[src/rtl/clus_rr_pkg.sv]
package clus_rr_pkg;
   localparam int MAX_CLUS = 16;

   // Add a step to an index modulo n; the sum is always below 2*n.
   function automatic int unsigned wrap_add(int unsigned base, int unsigned step, int unsigned n);
      int unsigned s;
      s = base + step;
      if (s >= n) s = s - n;
      return s;
   endfunction
endpackage

[src/rtl/clus_active_mask.sv]
module clus_active_mask #(
   parameter int             NUM_CLUS     = 16,
   parameter logic [15:0]    PRESENT_MASK = 16'hFFFF
) (
   input  logic [NUM_CLUS-1:0] status,
   input  logic [NUM_CLUS-1:0] enable,
   output logic [NUM_CLUS-1:0] active
);
   for (genvar i = 0; i < NUM_CLUS; i++) begin : g_bit
      if (PRESENT_MASK[i]) begin : g_present
         assign active[i] = status[i] & enable[i];
      end else begin : g_absent
         assign active[i] = status[i] & enable[i] & 1'b0;
      end
   end
endmodule

[src/rtl/rr_next_find.sv]
module rr_next_find
   import clus_rr_pkg::*;
#(
   parameter int NUM_CLUS = 16,
   parameter int IDXW     = $clog2(NUM_CLUS)
) (
   input  logic [NUM_CLUS-1:0] active,
   input  logic [IDXW-1:0]     last,
   output logic                found,
   output logic [IDXW-1:0]     pick
);
   always_comb begin
      int unsigned p;
      found = 1'b0;
      pick  = '0;
      p     = 0;
      for (int k = 1; k <= NUM_CLUS; k++) begin
         p = wrap_add(int'(last), k, NUM_CLUS);
         if (!found && active[p[IDXW-1:0]]) begin
            found = 1'b1;
            pick  = p[IDXW-1:0];
         end
      end
   end
endmodule

[src/rtl/rr_grant_side.sv]
module rr_grant_side #(
   parameter int NUM_CLUS = 16,
   parameter int IDXW     = $clog2(NUM_CLUS)
) (
   input  logic                clk,
   input  logic                rst_n,
   input  logic [NUM_CLUS-1:0] active,
   input  logic                done,
   output logic                gnt_valid,
   output logic [IDXW-1:0]     gnt_idx
);
   localparam logic [IDXW-1:0] LAST_INIT = IDXW'(NUM_CLUS - 1);

   logic [IDXW-1:0] last_q;
   logic            cand_found;
   logic [IDXW-1:0] cand_idx;

   rr_next_find #(.NUM_CLUS(NUM_CLUS), .IDXW(IDXW)) u_find (
      .active (active),
      .last   (last_q),
      .found  (cand_found),
      .pick   (cand_idx)
   );

   always_ff @(posedge clk or negedge rst_n) begin
      if (!rst_n) begin
         last_q    <= LAST_INIT;
         gnt_valid <= 1'b0;
         gnt_idx   <= '0;
      end else if (gnt_valid) begin
         if (done) begin
            last_q    <= gnt_idx;
            gnt_valid <= 1'b0;
         end
      end else if (cand_found) begin
         gnt_valid <= 1'b1;
         gnt_idx   <= cand_idx;
      end
   end

   // Active vector of the previous cycle, used only by the checks below.
   logic [NUM_CLUS-1:0] active_d;
   always_ff @(posedge clk or negedge rst_n) begin
      if (!rst_n) active_d <= '0;
      else        active_d <= active;
   end

   a_r5_hold: assert property (@(posedge clk) disable iff (!rst_n)
      (gnt_valid && !done) |=> (gnt_valid && $stable(gnt_idx)));

   a_r6_release: assert property (@(posedge clk) disable iff (!rst_n)
      (gnt_valid && done) |=> (!gnt_valid && last_q == $past(gnt_idx)));

   a_r7_idle: assert property (@(posedge clk) disable iff (!rst_n)
      (!gnt_valid && active == '0) |=> (!gnt_valid && $stable(last_q)));

   a_r9_stray_done: assert property (@(posedge clk) disable iff (!rst_n)
      (!gnt_valid && done) |=> $stable(last_q));

   a_r2_grant_next: assert property (@(posedge clk) disable iff (!rst_n)
      (!gnt_valid && active != '0) |=> gnt_valid);

   a_r3_pick_active: assert property (@(posedge clk) disable iff (!rst_n)
      $rose(gnt_valid) |-> active_d[gnt_idx]);
endmodule

[src/rtl/clus_rr_select.sv]
module clus_rr_select #(
   parameter int          NUM_CLUS     = 16,
   parameter logic [15:0] PRESENT_MASK = 16'hFFFF,
   localparam int         IDXW         = $clog2(NUM_CLUS)
) (
   input  logic                clk,
   input  logic                rst_n,
   input  logic [NUM_CLUS-1:0] clus_enable,
   input  logic [NUM_CLUS-1:0] in_status,
   input  logic [NUM_CLUS-1:0] out_status,
   input  logic                in_done,
   input  logic                out_done,
   output logic                in_gnt_valid,
   output logic [IDXW-1:0]     in_gnt_idx,
   output logic                out_gnt_valid,
   output logic [IDXW-1:0]     out_gnt_idx
);
   if (NUM_CLUS < 2 || NUM_CLUS > clus_rr_pkg::MAX_CLUS) begin : g_bad_count
      $error("NUM_CLUS must lie between 2 and 16");
   end
   if (PRESENT_MASK[NUM_CLUS-1:0] == '0) begin : g_no_cluster
      $error("PRESENT_MASK enables no cluster");
   end

   logic [NUM_CLUS-1:0] in_active, out_active;

   clus_active_mask #(.NUM_CLUS(NUM_CLUS), .PRESENT_MASK(PRESENT_MASK)) u_in_mask (
      .status (in_status),  .enable (clus_enable), .active (in_active));
   clus_active_mask #(.NUM_CLUS(NUM_CLUS), .PRESENT_MASK(PRESENT_MASK)) u_out_mask (
      .status (out_status), .enable (clus_enable), .active (out_active));

   rr_grant_side #(.NUM_CLUS(NUM_CLUS), .IDXW(IDXW)) u_in_side (
      .clk (clk), .rst_n (rst_n), .active (in_active), .done (in_done),
      .gnt_valid (in_gnt_valid), .gnt_idx (in_gnt_idx));
   rr_grant_side #(.NUM_CLUS(NUM_CLUS), .IDXW(IDXW)) u_out_side (
      .clk (clk), .rst_n (rst_n), .active (out_active), .done (out_done),
      .gnt_valid (out_gnt_valid), .gnt_idx (out_gnt_idx));

   a_r4_in_present: assert property (@(posedge clk) disable iff (!rst_n)
      in_gnt_valid |-> PRESENT_MASK[in_gnt_idx]);
   a_r4_out_present: assert property (@(posedge clk) disable iff (!rst_n)
      out_gnt_valid |-> PRESENT_MASK[out_gnt_idx]);
endmodule

[config.mk]
export PLATFORM = sky130hd
export DESIGN_NAME = clus_rr_select
export DESIGN_NICKNAME = d
export VERILOG_FILES = /design/src/rtl/clus_rr_pkg.sv /design/src/rtl/clus_active_mask.sv /design/src/rtl/rr_next_find.sv /design/src/rtl/rr_grant_side.sv /design/src/rtl/clus_rr_select.sv
export SDC_FILE = /design/constraint.sdc
export NUM_CORES = 1
export LEC_CHECK = 0
export BUFFER_PORTS_ARGS = -buffer_cell sky130_fd_sc_hd__buf_2
export CORE_MARGIN = 4
export CORE_UTILIZATION = 62
export CTS_CLUSTER_DIAMETER = 60
export DETAILED_ROUTE_END_ITERATION = 8
export GPL_TIMING_DRIVEN = 0
export MAX_ROUTING_LAYER = met4
export PLACE_DENSITY = 0.84
export SLEW_MARGIN = 15
export SYNTH_ARGS = -nofsm -noshare
export SYNTH_HDL_FRONTEND = slang
export SYNTH_SLANG_ARGS = --single-unit
export TNS_END_PERCENT = 10
[constraint.sdc]
create_clock -name clk -period 4.7 [get_ports clk]
set_input_delay 1.175 -clock clk [delete_from_list [all_inputs] [get_ports clk]]
set_output_delay 1.175 -clock clk [all_outputs]
set_load 0.02 [all_outputs]
Word-level counts from Yosys, hierarchy flattened

Index checks and enable logic that the tools add are counted.

Bits in registers: 18
Output and inout port bits: 10
Logic and storage cells: 398

Add/subtract/negate cells: 64
Magnitude comparators: 64
Mux-type cells: 166
Bitwise operators: 34
Reductions and logical operators: 64

Operator list:

| operator                                                    | count |
|---|---|
| two-way mux 4 bit                                           | 64 |
| less-than comparator 4 x 5 -> 1 bit (second input constant) | 32 |
| >= comparator 5 bit (second input constant)                 | 30 |
| binary-select mux 1 bit (select 4 bit)                      | 32 |
| subtractor 4 x 1 -> 4 bit (second input constant)           | 32 |
| adder 4 x 4 -> 5 bit (second input constant)                | 16 |
| two-way mux 1 bit                                           | 70 |
| adder 4 x 3 -> 5 bit (second input constant)                | 8 |
| AND 1 bit                                                   | 32 |
| logical AND 1 bit                                           | 30 |
| zero test 1 bit                                             | 30 |
| adder 4 x 2 -> 5 bit (second input constant)                | 4 |
| adder 4 x 5 -> 6 bit (second input constant)                | 2 |
| >= comparator 6 x 5 -> 1 bit (second input constant)        | 2 |
| adder 4 x 1 -> 5 bit (second input constant)                | 2 |
| AND reduction 2 bit                                         | 4 |
| inverter 1 bit                                              | 2 |

Logic depth before layout (Yosys ltp)

Depth in word-level cells: 53
Gate-level depth with buffers: 18

Hierarchy

A second synthesis with hierarchy kept.

Cell total of the unflattened synthesis: 660
Area, all modules: 5948.2 um2

Modules (own cells, without submodules):

| module           | instances | cells each | area an instance (um2) | sequential area each (um2) |
|---|---|---|---|---|
| rr_next_find     | 2         | 294        | 2531.2                 | 0.0 |
| rr_grant_side    | 2         | 20         | 342.8                  | 230.2 |
| clus_active_mask | 2         | 16         | 100.1                  | 0.0 |

Least setup slack after synthesis

Ideal clock, no wire load.

Kind: register -> register
Start point: register u_in_side.last_q[1]
End point: register u_in_side.gnt_idx[3]
Data arrival time: 4.131 ns
Slack: 0.428 ns
Cell stages (with the launch flop): 17
Path buffers: 5
Path through: dfstp_2 > clkbuf_1 > inv_1 > clkbuf_1 > buf_1 > ha_1 > buf_2 > clkinv_1 > mux4_2 > mux2i_4 > nand3_1 > nor4_2 > and2_1 > buf_2 > nand2_1 > o2111ai_1 > o221ai_1

Cells in the longest elaborated chain, start to end: 52
Elaborated cells between the ends (all ways): 159

RTL lines:

| item                                                             | line                | RTL |
|---|---|---|
| from (decl)                                                      | rr_grant_side.sv:14 | `logic [IDXW-1:0] last_q;` |
| from (signal assigned)                                           | rr_grant_side.sv:32 | `last_q <= gnt_idx;` |
| adder 4 x 1 -> 5 bit                                             | clus_rr_pkg.sv:7    | `s = base + step;` |
| subtractor 4 x 1 -> 4 bit or >= comparator 5 bit (tied branches) | clus_rr_pkg.sv:8    | `if (s >= n) s = s - n;` |
| two-way mux 4 bit                                                | clus_rr_pkg.sv:8    |  |
| binary-select mux 1 bit (select 4 bit)                           | rr_next_find.sv:19  | `if (!found && active[p[IDXW-1:0]]) begin` |
| two-way mux 1 bit (implied by the code)                          | rr_next_find.sv:19  |  |
| two-way mux 1 bit                                                | rr_next_find.sv:19  |  |
| zero test 1 bit                                                  | rr_next_find.sv:19  |  |
| logical AND 1 bit                                                | rr_next_find.sv:19  |  |
| (+36 left out)                                                   | --                  |  |
| two-way mux 1 bit                                                | rr_next_find.sv:19  |  |
| zero test 1 bit                                                  | rr_next_find.sv:19  |  |
| logical AND 1 bit                                                | rr_next_find.sv:19  |  |
| two-way mux 1 bit                                                | rr_next_find.sv:19  |  |
| zero test 1 bit                                                  | rr_next_find.sv:19  |  |
| logical AND 1 bit                                                | rr_next_find.sv:19  |  |
| two-way mux 1 bit                                                | rr_next_find.sv:19  |  |
| AND reduction 2 bit (no line)                                    | --                  |  |
| to (signal assigned)                                             | rr_grant_side.sv:37 | `gnt_idx <= cand_idx;` |
| to (decl)                                                        | rr_grant_side.sv:10 | `output logic [IDXW-1:0] gnt_idx` |

Parallel ways exist; a longest one is shown, timed or not. The select of a mux whose other input is x is not followed.
A chain may end at the register's enable or synchronous reset.

Worst setup path after layout

Start point: register u_in_side.last_q[1]
End point: register u_in_side.gnt_idx[2]

The elaborated chain is that of the path after synthesis.

==> results.cfg <==
[floorplanning]
start_util = 0.651
num_io_pins = 62
die_area_mm2 = 0.0109
die_y_um = 105
core_mm2 = 0.00889
die_w_um = 105
rows = 34

[clocking]
postCtsSetupBuffers = 0
cts_buffers = 3
cts.sinks = 18
htreeDepth = 1
worstSkewPairLatency_ps = 250
clkTransAtPathRegs_ps = 60
cts_tree = yes
ctsHoldBuffers = 0
root_buffer = clkbuf_8
clockBufferDepth = 2

[sta]
finalHoldViolCount = 0
skew_ps = 0.789
fin_crit_ps = 4580
finalCritPeriodShare = 0.975
slew_headroom = 0.328
rsz0062_at_grt = true
setup_ws_ps = 119
max_freq_ghz = 0.218
setup_viol_count_final = 0
worst_pin_slew_ps = 999
drv_slew = 0

[route]
via_per_inst = 7.82
vias = 7042
ant_nets = 0
wl_per_cell_um = 23.9
wirelength_mm = 21.6
dr.pass1.iters = 8
route.detailed.drc = 0
drt_iter0_markers = 958

[worst_hold_path]
hp-class = flip-flop to flip-flop
hold_depth = 2

[finish]
n_fill_cell = 734
fin_nets = 860
n_antenna_cell = 0
fin_util = 0.718
area_growth_pct = 10.4
drive_above_1_share = 0.257

[synth]
synth_top_area_cell = mux4_2
syn-cell-area_mm2 = 0.00579
synth_area_leaders = mux4_2, nand2_1, dfrtp_1
yosysSeqAreaShare = 0.0796
synth_edf_count = 0
ys_types = 82
synth_ff_type = dfrtp_1
yosysWarnings = 0
yosys-top-cells-count = nand2_1, mux4_2, nand3_1, o21ai_0, nor2_1
yosys_register_bits = 18
synthCells = 731
async_reset_ff_frac = 1.00
synth_area_per_cell_um2 = 7.92
synth.top_cell.area_share = 0.195
synth_nets = 797
post-synth-top-count-cell = nand2_1

[global_routing]
grt_util_met2 = 0.551
use_met3 = 0.0943
gr-max-usage-layer = met1
grt_pass1_wl_mm = 33.8
track_usage = 0.391
grt_pass1_vias = 6349
grt_max_degree = 19
grt_antenna_before_repair = 0
use_met1 = 0.561
gr-total-overflow = 0

[outcome]
outcome = complete, no violations

[setup_path]
cp_max_fo = 13
rrSetupSlack_ps = 120
cp.arrival_ps = 4710
crit_path_end_kind = flip-flop
cp-start-kind = flip-flop
worst-r2r-cell-count = 13
cp_data_required_time_ps = 4830
critPathKind = flip-flop to flip-flop

[placement]
pre_cts_slack_ps = -648
routabilityCongestion = 1.01
dpl.hpwl_mm = 16.9
io_buffers = 61

[flow_run]
drv_cap = 0
[registers in the layout, summed over array words and instances, names as in the netlist]
| name | flops |
|---|---|
| u_in_side.gnt_valid | 1 |
| u_out_side.gnt_valid | 1 |
| u_out_side.gnt_idx | 4 |
| u_in_side.last_q | 4 |
| u_in_side.gnt_idx | 4 |
| u_out_side.last_q | 4 |
[final cells by class]
type                       count  area (um^2)  share of cell area
sequential                    18          460              0.0721
buffer                        41          225              0.0353
clock buffer                   4         55.1             0.00862
inverter                      21         93.8              0.0147
timing repair buffer          61          305              0.0478
multi-input combinational    648         5110               0.800
tap                          108          135              0.0212
[cell families after synthesis]
kind of cell               after synthesis  share of synthesized area
xor gates and xnor gates                25                     0.0404
adders and majority gates               14                     0.0303
AOI/OAI and AO/OA                      211                      0.243
DFF                                     18                     0.0796
muxes                                   90                      0.281
and+or+nand+nor                        308                      0.272
buffers and inverters                   65                     0.0532
[path summary, 6_finish.rpt]
kind,from,end
setup / recovery,u_in_side.last_q[1],u_in_side.gnt_idx[2]
hold / removal,u_out_side.gnt_idx[2],u_out_side.gnt_idx[2]
setup reg to reg,u_in_side.last_q[1],u_in_side.gnt_idx[2]
hold reg to reg,u_out_side.gnt_idx[2],u_out_side.gnt_idx[2]
max in group asynchronous,rst_n,u_in_side.last_q[2]
min in group asynchronous,rst_n,u_out_side.gnt_valid
[layout by cell type (no fill, tap or decap), drive strengths merged, types with 10 or more instances in the layout]
master   n
clkbuf  18
nand2b  12
xnor2   17
a21oi   38
o21ai   53
ha      14
mux2    16
o22ai   18
inv     17
mux2i   21
nand4   27
mux4    53
nand2   97
nor2    44
o211ai  11
buf     88
dfrtp   10
nor3    16
nand3   47
[worst max-delay path, stage by stage (launching register included)]
cell and delay [ps]:
dfstp_2 690, inv_1 280, clkbuf_4 320, ha_1 300
buf_2 200, clkinvlp_4 220, mux4_2 600, mux2_2 370
nor3_1 450, nor2b_1 260, and3_1 300, a21oi_1 190
o22ai_1 210, a31oi_1 60
[through the flow]
| stage | hold slack, ps | instance area (um^2) | TNS [ps] | cells |
|---|---|---|---|---|
| final | 545 | 6390 | 0 | 901 |
| after floorplan | 603 | 5790 | 0 | 731 |
| after CTS | 541 | 6290 | -140 | 902 |
| after global routing | 557 | 6390 | -24.5 | 901 |
| after global placement | 498 | 6230 | -3310 | 900 |
| after detailed placement | 528 | 6230 | -3770 | 900 |
[timing repair]
action,in CTS,in global routing
setup endpoints to repair,10,10
pin swaps,0,1
resized for setup,5,20
[metal layers]
layer / wire length (um) / part of all wire / vias up
met4: 642 / 0.030 / 0
li1: - / - / 3011
met2: 8940 / 0.41 / 711
met5: 0 / 0 / -
met1: 8310 / 0.39 / 3233
met3: 3680 / 0.17 / 87
Power is not shown: default switching activity piles up to over one toggle a cycle in this logic, so the estimate is an artifact.
